`src/rtl/ipi_pkg.sv`:
```
package ipi_pkg;
  localparam int CPU_ID_W = 5;
  localparam int VEC_W    = 6;
  localparam int DATA_W   = 64;
  localparam int CMD_LSB  = 16;
  localparam int CPU_LSB  = 8;
  localparam int VEC_LSB  = 0;

  typedef enum logic [1:0] {
    CMD_POST  = 2'd0,
    CMD_RESET = 2'd1,
    CMD_HALT  = 2'd2,
    CMD_WAKE  = 2'd3
  } cmd_e;

  typedef struct packed {
    cmd_e                kind;
    logic [CPU_ID_W-1:0] cpu;
    logic [VEC_W-1:0]    vec;
    logic                in_range;
    logic                por_ok;
  } ipi_cmd_t;
endpackage

```
`src/rtl/ipi_decode.sv`:
```
module ipi_decode
  import ipi_pkg::*;
#(
  parameter int              MAX_CPUS = 32,
  parameter logic [VEC_W-1:0] POR_VEC = 6'h01,
  localparam int             CNT_W    = $clog2(MAX_CPUS + 1)
) (
  input  logic [DATA_W-1:0] wr_data,
  input  logic [CNT_W-1:0]  num_cpus,
  output ipi_cmd_t          cmd
);
  logic [CPU_ID_W:0] cpu_ext;

  always_comb begin
    cmd.kind = cmd_e'(wr_data[CMD_LSB +: 2]);
    cmd.cpu  = wr_data[CPU_LSB +: CPU_ID_W];
    cmd.vec  = wr_data[VEC_LSB +: VEC_W];
    cpu_ext  = {1'b0, cmd.cpu};
    cmd.in_range = ((CPU_ID_W+1)'(cpu_ext) < (CPU_ID_W+1)'(num_cpus))
                && ((CPU_ID_W+1)'(cpu_ext) < (CPU_ID_W+1)'(MAX_CPUS));
    cmd.por_ok = (cmd.vec == POR_VEC);
  end
endmodule

```
`src/rtl/ipi_strobe_bank.sv`:
```
module ipi_strobe_bank
  import ipi_pkg::*;
#(
  parameter int MAX_CPUS = 32
) (
  input  logic                clk,
  input  logic                rst_n,
  input  logic                fire,
  input  ipi_cmd_t            cmd,
  output logic [MAX_CPUS-1:0] post_stb,
  output logic [VEC_W-1:0]    post_vec,
  output logic [MAX_CPUS-1:0] rst_stb,
  output logic [MAX_CPUS-1:0] halt_stb,
  output logic [MAX_CPUS-1:0] wake_stb
);
  logic act;
  logic good_rst;
  assign act      = fire && cmd.in_range;
  assign good_rst = (cmd.kind == CMD_RESET) && cmd.por_ok;

  for (genvar i = 0; i < MAX_CPUS; i++) begin : g_cpu
    logic hit;
    assign hit = act && (cmd.cpu == CPU_ID_W'(i));
    always_ff @(posedge clk or negedge rst_n) begin
      if (!rst_n) begin
        post_stb[i] <= 1'b0;
        rst_stb[i]  <= 1'b0;
        halt_stb[i] <= 1'b0;
        wake_stb[i] <= 1'b0;
      end else begin
        post_stb[i] <= hit && (cmd.kind == CMD_POST);
        rst_stb[i]  <= hit && good_rst;
        halt_stb[i] <= hit && (cmd.kind == CMD_HALT);
        wake_stb[i] <= hit && ((cmd.kind == CMD_WAKE) || good_rst);
      end
    end
  end

  always_ff @(posedge clk or negedge rst_n) begin
    if (!rst_n) post_vec <= '0;
    else        post_vec <= (act && cmd.kind == CMD_POST) ? cmd.vec : '0;
  end

  AST_RESET_WAKES: assert property (@(posedge clk) disable iff (!rst_n)
    (|rst_stb) |-> (rst_stb == wake_stb));
  AST_HALT_ALONE: assert property (@(posedge clk) disable iff (!rst_n)
    (|halt_stb) |-> ((wake_stb | post_stb | rst_stb) == '0));
  AST_VEC_IDLE_ZERO: assert property (@(posedge clk) disable iff (!rst_n)
    (post_stb == '0) |-> (post_vec == '0));
endmodule

```
`src/rtl/ipi_err_flag.sv`:
```
module ipi_err_flag (
  input  logic clk,
  input  logic rst_n,
  input  logic set,
  input  logic clear,
  output logic flag
);
  always_ff @(posedge clk or negedge rst_n) begin
    if (!rst_n)     flag <= 1'b0;
    else if (set)   flag <= 1'b1;
    else if (clear) flag <= 1'b0;
  end

  AST_ERR_STICKY: assert property (@(posedge clk) disable iff (!rst_n)
    (flag && !clear) |=> flag);
  AST_ERR_SET_WINS: assert property (@(posedge clk) disable iff (!rst_n)
    (set && clear) |=> flag);
endmodule

```
`src/rtl/ipi_dispatch.sv`:
```
module ipi_dispatch
  import ipi_pkg::*;
#(
  parameter int               MAX_CPUS = 32,
  parameter logic [VEC_W-1:0] POR_VEC  = 6'h01,
  localparam int              CNT_W    = $clog2(MAX_CPUS + 1)
) (
  input  logic                clk,
  input  logic                rst_n,
  input  logic [CNT_W-1:0]    num_cpus,
  input  logic                wr_valid,
  output logic                wr_ready,
  input  logic [DATA_W-1:0]   wr_data,
  input  logic                err_clear,
  output logic [MAX_CPUS-1:0] post_stb,
  output logic [VEC_W-1:0]    post_vec,
  output logic [MAX_CPUS-1:0] rst_stb,
  output logic [MAX_CPUS-1:0] halt_stb,
  output logic [MAX_CPUS-1:0] wake_stb,
  output logic                err_flag
);
  ipi_cmd_t cmd;
  logic     fire;
  logic     bad_rst;
  logic [MAX_CPUS-1:0] any_stb;

  always_ff @(posedge clk or negedge rst_n) begin
    if (!rst_n) wr_ready <= 1'b0;
    else        wr_ready <= 1'b1;
  end

  assign fire    = wr_valid && wr_ready;
  assign bad_rst = fire && cmd.in_range && (cmd.kind == CMD_RESET) && !cmd.por_ok;
  assign any_stb = post_stb | rst_stb | halt_stb | wake_stb;

  ipi_decode #(.MAX_CPUS(MAX_CPUS), .POR_VEC(POR_VEC)) u_decode (
    .wr_data (wr_data),
    .num_cpus(num_cpus),
    .cmd     (cmd)
  );

  ipi_strobe_bank #(.MAX_CPUS(MAX_CPUS)) u_bank (
    .clk     (clk),
    .rst_n   (rst_n),
    .fire    (fire),
    .cmd     (cmd),
    .post_stb(post_stb),
    .post_vec(post_vec),
    .rst_stb (rst_stb),
    .halt_stb(halt_stb),
    .wake_stb(wake_stb)
  );

  ipi_err_flag u_err (
    .clk  (clk),
    .rst_n(rst_n),
    .set  (bad_rst),
    .clear(err_clear),
    .flag (err_flag)
  );

  AST_SINGLE_TARGET: assert property (@(posedge clk) disable iff (!rst_n)
    $onehot0(any_stb));
  AST_PULSE_CAUSE: assert property (@(posedge clk) disable iff (!rst_n)
    (|any_stb) |-> $past(wr_valid && wr_ready));
  AST_IDLE_QUIET: assert property (@(posedge clk) disable iff (!rst_n)
    !wr_valid |=> (any_stb == '0));
  AST_DROP_ABSENT: assert property (@(posedge clk) disable iff (!rst_n)
    (fire && ({1'b0, cmd.cpu} >= (CPU_ID_W+1)'(num_cpus)))
      |=> ((any_stb == '0) && (err_flag == $past(err_flag && !err_clear))));
  AST_BAD_RESET_FLAGS: assert property (@(posedge clk) disable iff (!rst_n)
    bad_rst |=> (err_flag && (any_stb == '0)));
endmodule

```
`config.mk`:
```
export PLATFORM = sky130hd
export DESIGN_NAME = ipi_dispatch
export DESIGN_NICKNAME = d
export VERILOG_FILES = /design/src/rtl/ipi_pkg.sv /design/src/rtl/ipi_decode.sv /design/src/rtl/ipi_strobe_bank.sv /design/src/rtl/ipi_err_flag.sv /design/src/rtl/ipi_dispatch.sv
export SDC_FILE = /design/constraint.sdc
export NUM_CORES = 1
export LEC_CHECK = 0
export ABC_AREA = 1
export BUFFER_PORTS_ARGS = -buffer_cell sky130_fd_sc_hd__buf_2
export CORE_MARGIN = 2
export CORE_UTILIZATION = 25
export DETAILED_ROUTE_END_ITERATION = 12
export PLACE_DENSITY = 0.53
export SYNTH_ARGS = -nofsm -noshare
export SYNTH_HDL_FRONTEND = slang
export SYNTH_HIERARCHICAL = 1
export SYNTH_SLANG_ARGS = --single-unit
```
`constraint.sdc`:
```
create_clock -name clk -period 1.2 [get_ports clk]
set_clock_uncertainty 0.05 [all_clocks]
set_input_delay 0.06 -clock clk [delete_from_list [all_inputs] [get_ports clk]]
set_output_delay 0.06 -clock clk [all_outputs]
set_load 0.01 [all_outputs]
```
* After elaboration in Yosys (flattened, before gate mapping) *
Index checks and enable logic that the tools add are counted.

cells by class
  magnitude comparators = 1
  reduce and logical (&&, ||, !) cells = 171
  equality and inequality tests = 35
  multiplexer cells = 3

operators by type and width
  cell                                           count
  logical AND 1 bit                              166
  == test 5 bit, second input constant           16
  == test 5 x 4 -> 1 bit, second input constant  8
  == test 5 x 3 -> 1 bit, second input constant  4
  == test 5 x 2 -> 1 bit, second input constant  2
  == test 6 x 1 -> 1 bit, second input constant  1
  < comparator 5 x 6 -> 1 bit                    1
  2-to-1 mux 6 bit                               1
  == test 5 x 1 -> 1 bit, second input constant  1
  zero test 5 bit                                1
  == test 2 bit, second input constant           2
  == test 2 x 1 -> 1 bit, second input constant  1
  zero test 2 bit                                1
  2-to-1 mux 1 bit                               2
  nonzero test 2 bit                             1
  zero test 1 bit                                1
  logical OR 1 bit                               1

word-level totals
  flip-flop bits (word level) = 136
  output and inout port bits = 136
  input bits = 74

* Longest topological paths before layout *
  depth after elaboration = 5
  depth in mapped cells = 13
  depth with buffers taken out = 13

* By module *
Netlist, hierarchy kept.

modules (own cells, without submodules)
  module           cells each  instances  area an instance (µm²)
  ipi_strobe_bank  356         1          4287.9
  ipi_decode       42          1          256.5
  ipi_dispatch     9           1          57.6
  ipi_err_flag     5           1          40.0

* Worst setup path before layout *
Ideal clock, no wire load.

  path type = input-to-reg
  from = in num_cpus[3]
  to = reg u_bank.halt_stb[8]
  setup slack = -0.283 ns
  arrival time = 1.359 ns
  stages = 12
  buffers on the path = 1
  path through = inv_1 ha_1 nand2_1 nand2_1 nand2_1 nand2_1 a21oi_2 nand2_2 nor2_2 buf_6 nand3_1 nor2_1

RTL lines
  item                            line                   RTL
  start: declaration              ipi_dispatch.sv:10     input logic [CNT_W-1:0] num_cpus,
  end signal: indexed assignment  ipi_strobe_bank.sv:33  halt_stb[i] <= hit && (cmd.kind == CMD_HALT);
  end: declaration                ipi_strobe_bank.sv:13  output logic [MAX_CPUS-1:0] halt_stb,

* Final worst setup path *
  from = reg wr_ready
  to = reg u_bank.rst_stb[5]

between the ends
  word-level cells in the longest chain between the ends = 4

ends and longest elaborated chain
  item                            line                   RTL
  start: declaration              ipi_dispatch.sv:12     output logic wr_ready,
  start signal: assignment        ipi_dispatch.sv:28     if (!rst_n) wr_ready <= 1'b0;
  start signal: assignment        ipi_dispatch.sv:29     else wr_ready <= 1'b1;
  logical AND 1 bit               ipi_dispatch.sv:32     assign fire = wr_valid && wr_ready;
  via fire                        ipi_dispatch.sv:23     logic fire;
  logical AND 1 bit               ipi_strobe_bank.sv:18  assign act = fire && cmd.in_range;
  logical AND 1 bit               ipi_strobe_bank.sv:23  assign hit = act && (cmd.cpu == CPU_ID_W'(i));
  logical AND 1 bit               ipi_strobe_bank.sv:32  rst_stb[i] <= hit && good_rst;
  end signal: indexed assignment  ipi_strobe_bank.sv:32
  end: declaration                ipi_strobe_bank.sv:12  output logic [MAX_CPUS-1:0] rst_stb,

The timed path passes the listed nets, and every way through them passes these cells.
A chain may end at the register's enable or synchronous reset.

==> flow_metrics.py <==
metrics = {
    "status": {
        "status": "complete, but fails checks",
        "violations": "negative setup slack",
    },
    "timing": {
        "hold-worst-slack_ns": 0.0265,
        "slew_viol_final": 0,
        "rsz0062_at_grt": "yes",
        "final_hold_viol_count": 0,
        "fin_crit_ns": 1.29,
        "max_freq_mhz": 777,
        "fin_setup_tns_ns": -4.76,
        "period_share_pct": 107,
        "worst_slack_ns": -0.0870,
        "finalSetupViolations": 111,
    },
    "place": {
        "gp_congestion": 0.753,
        "port_buffers": 158,
        "placed_cells": 803,
        "place_ws_ns": -0.561,
        "dpl_cell_area_um2": 5970,
        "dp_hpwl_um": 9510,
    },
    "route": {
        "drt-total-wl_um": 13600,
        "vias": 3459,
        "top_layer": "met5",
        "wl_per_cell_um": 15.9,
        "viasPerCell": 4.07,
        "firstDrtPassIters": 4,
        "met2WireLength_um": 6850,
        "route.detailed.drc": 0,
        "ant_nets": 0,
        "drt-met1-wl_um": 5820,
        "drt_iter0_drc": 70,
        "wl_met3_um": 725,
    },
    "global_route": {
        "grt_pass1_vias": 3688,
        "grtUsageTotal_pct": 14.3,
        "grt_max_degree": 38,
        "grt_pass1_wl_um": 20700,
        "antenna_found_initial": 2,
        "grt_overflow_total": 0,
    },
    "hold_path": {
        "hp-class": "input port to flop",
    },
    "logic_synthesis": {
        "yosysTopAreaCell": "dfrtp_1",
        "yosysMostFrequentCell": "nor2_1",
        "postSynth.asyncResetShare_pct": 100,
        "synth.net_count": 490,
        "avgSynthCellArea_um2": 11.3,
        "yosysSeqAreaShare_pct": 73.3,
        "synth_edf_count": 0,
        "syn_inst": 412,
        "synth_commonest_cells": "nor2_1, dfrtp_1, nand2_1, inv_1, nand3_1",
        "ys_ff_latch": 136,
        "ys_warn_count": 6,
        "synth.distinct_cells": 21,
        "synth_top_area_share_pct": 73.3,
        "ys.flop_type": "dfrtp_1",
        "synthTopCellsByArea": "dfrtp_1, nor2_1, nand2_1",
        "syn-cell-area_um2": 4640,
    },
    "layout": {
        "post-route-util_pct": 39.0,
        "diodes": 0,
        "filler_cell_count": 1782,
        "layout.cells.non_filler": 850,
        "syn2layout_area_growth_pct": 51.8,
        "layout.nets": 687,
        "drive_gt1_share_pct": 50.1,
        "final_cell_area_um2": 7050,
    },
    "floorplan": {
        "dieHeight_um": 140,
        "fp.dieW_um": 140,
        "num_rows": 49,
        "io_pins": 210,
        "core_um2": 18100,
        "dieArea_um2": 19700,
        "start_util_pct": 25.7,
    },
    "power_and_ir_drop": {
        "p_per_area_nw_per_um2": 1540,
        "peakVddDrop_v": 0.000947,
        "report.power.total_mw": 10.9,
        "power_leakage_nw": 3.78,
    },
    "worst_setup_path": {
        "crit_type": "flop to flop",
        "startpoint_type": "flop",
        "cp_max_fo": 12,
        "cp.arrival_ns": 1.57,
        "end_kind": "flop",
        "worstPathRequired_ns": 1.48,
    },
    "clock_network": {
        "cts_root_buffer": "clkbuf_16",
        "cts-buffers-inserted": 17,
        "cts.sinks": 136,
        "cts_tree": "built",
        "clk_pin_slew_worst_paths_ns": 0.06,
        "clock_path_buffers": 2,
        "clock_latency_ns": 0.41,
        "cts_max_level": 4,
    },
    "run": {
        "drv_cap": 0,
    },
}
-- power by group --
| part | total (mW) | switching, mW | internal, mW |
|---|---|---|---|
| clock network | 5.64 | 1.90 | 3.74 |
| logic | 0.618 | 0.407 | 0.212 |
| registers | 4.60 | 0.00401 | 4.60 |
-- critical path, cell delays in order, from the launching register on --
cell and delay (ns):
dfrtp_1 0.35, nand2_1 0.06, inv_2 0.09, nand2_4 0.09, nor2_4 0.15, buf_12 0.17
nand3_2 0.13, nor2_1 0.13
-- sequential cells by signal (all words and copies together), names as in the netlist --
signal / flops
wr_ready: 1
u_bank/post_stb: 32
u_bank/halt_stb: 32
u_err/flag: 1
u_bank/wake_stb: 32
u_bank/rst_stb: 32
u_bank/post_vec: 6
-- path summary, 6_finish.rpt --
path                       depth (start not counted)             endpoint   startpoint  slack [ns]
max in group asynchronous                          3  u_bank/halt_stb[22]        rst_n        0.47
max reg2reg                                        7    u_bank/rst_stb[5]     wr_ready       -0.09
min                                                5           u_err/flag  wr_data[17]        0.03
max                                                7    u_bank/rst_stb[5]     wr_ready       -0.09
min in group asynchronous                          2             wr_ready        rst_n        0.09
min reg2reg                                        2           u_err/flag   u_err/flag        0.43
-- per-layer routing --
| layer | GRT usage (%) | up-vias |
|---|---|---|
| met1 | 17.2 | 1715 |
| met2 | 24.5 | 101 |
| met4 | 4.47 | 4 |
| met5 | 0 | - |
| met3 | 4.55 | 13 |
| li1 | - | 1626 |
-- cells in the final DEF (no fill, tap or decap), types with 3 or more instances in the layout --
| cell | synthesis | layout |
|---|---|---|
| buf_6 | 2 | 6 |
| buf_2 | 7 | 157 |
| nor2_4 | 2 | 11 |
| nand2_1 | 39 | 26 |
| buf_12 | 0 | 7 |
| nand3_4 | 0 | 10 |
| inv_2 | 0 | 3 |
| nand3_2 | 4 | 9 |
| buf_4 | 13 | 26 |
| nand2_4 | 0 | 3 |
| nand2_2 | 1 | 11 |
| dlygate4sd3_1 | 0 | 8 |
| dfrtp_1 | 136 | 136 |
| clkbuf_16 | 0 | 17 |
| nor2_2 | 5 | 33 |
| bufinv_16 | 0 | 5 |
| nor2_1 | 146 | 110 |
| inv_1 | 26 | 22 |
-- kinds of logic (layout without fill, tap and decap cells) --
logic type,count (synthesis),after routing,synth area share (%)
and+or+nand+nor,216,217,19.4
DFF,136,136,73.3
buffers and inverters,53,261,5.85
adders and majority gates,4,4,1.08
AOI/OAI and AO/OA,2,2,0.296
other,1,1,0.0808
-- cell type report --
class	count	area, µm²	area share (%)
sequential	136	3400	48.3
multi-input combinational	224	1340	19.1
timing repair buffer	204	1270	18.0
clock buffer	20	447	6.34
tap	229	287	4.07
clock inverter	11	196	2.79
inverter	26	103	1.46
-- repair_timing --
action / 4_1_cts / 5_1_grt
hold buffers: 8 / 0
endpoints found under the hold margin: 143 / 0
gates resized for setup: 27 / 51
pin swaps: 4 / 10
buffers inserted: 3 / 4
endpoints found under the setup margin: 128 / 135
cloned: 1 / 0
Note: power is estimated with default switching activity, not from simulation.
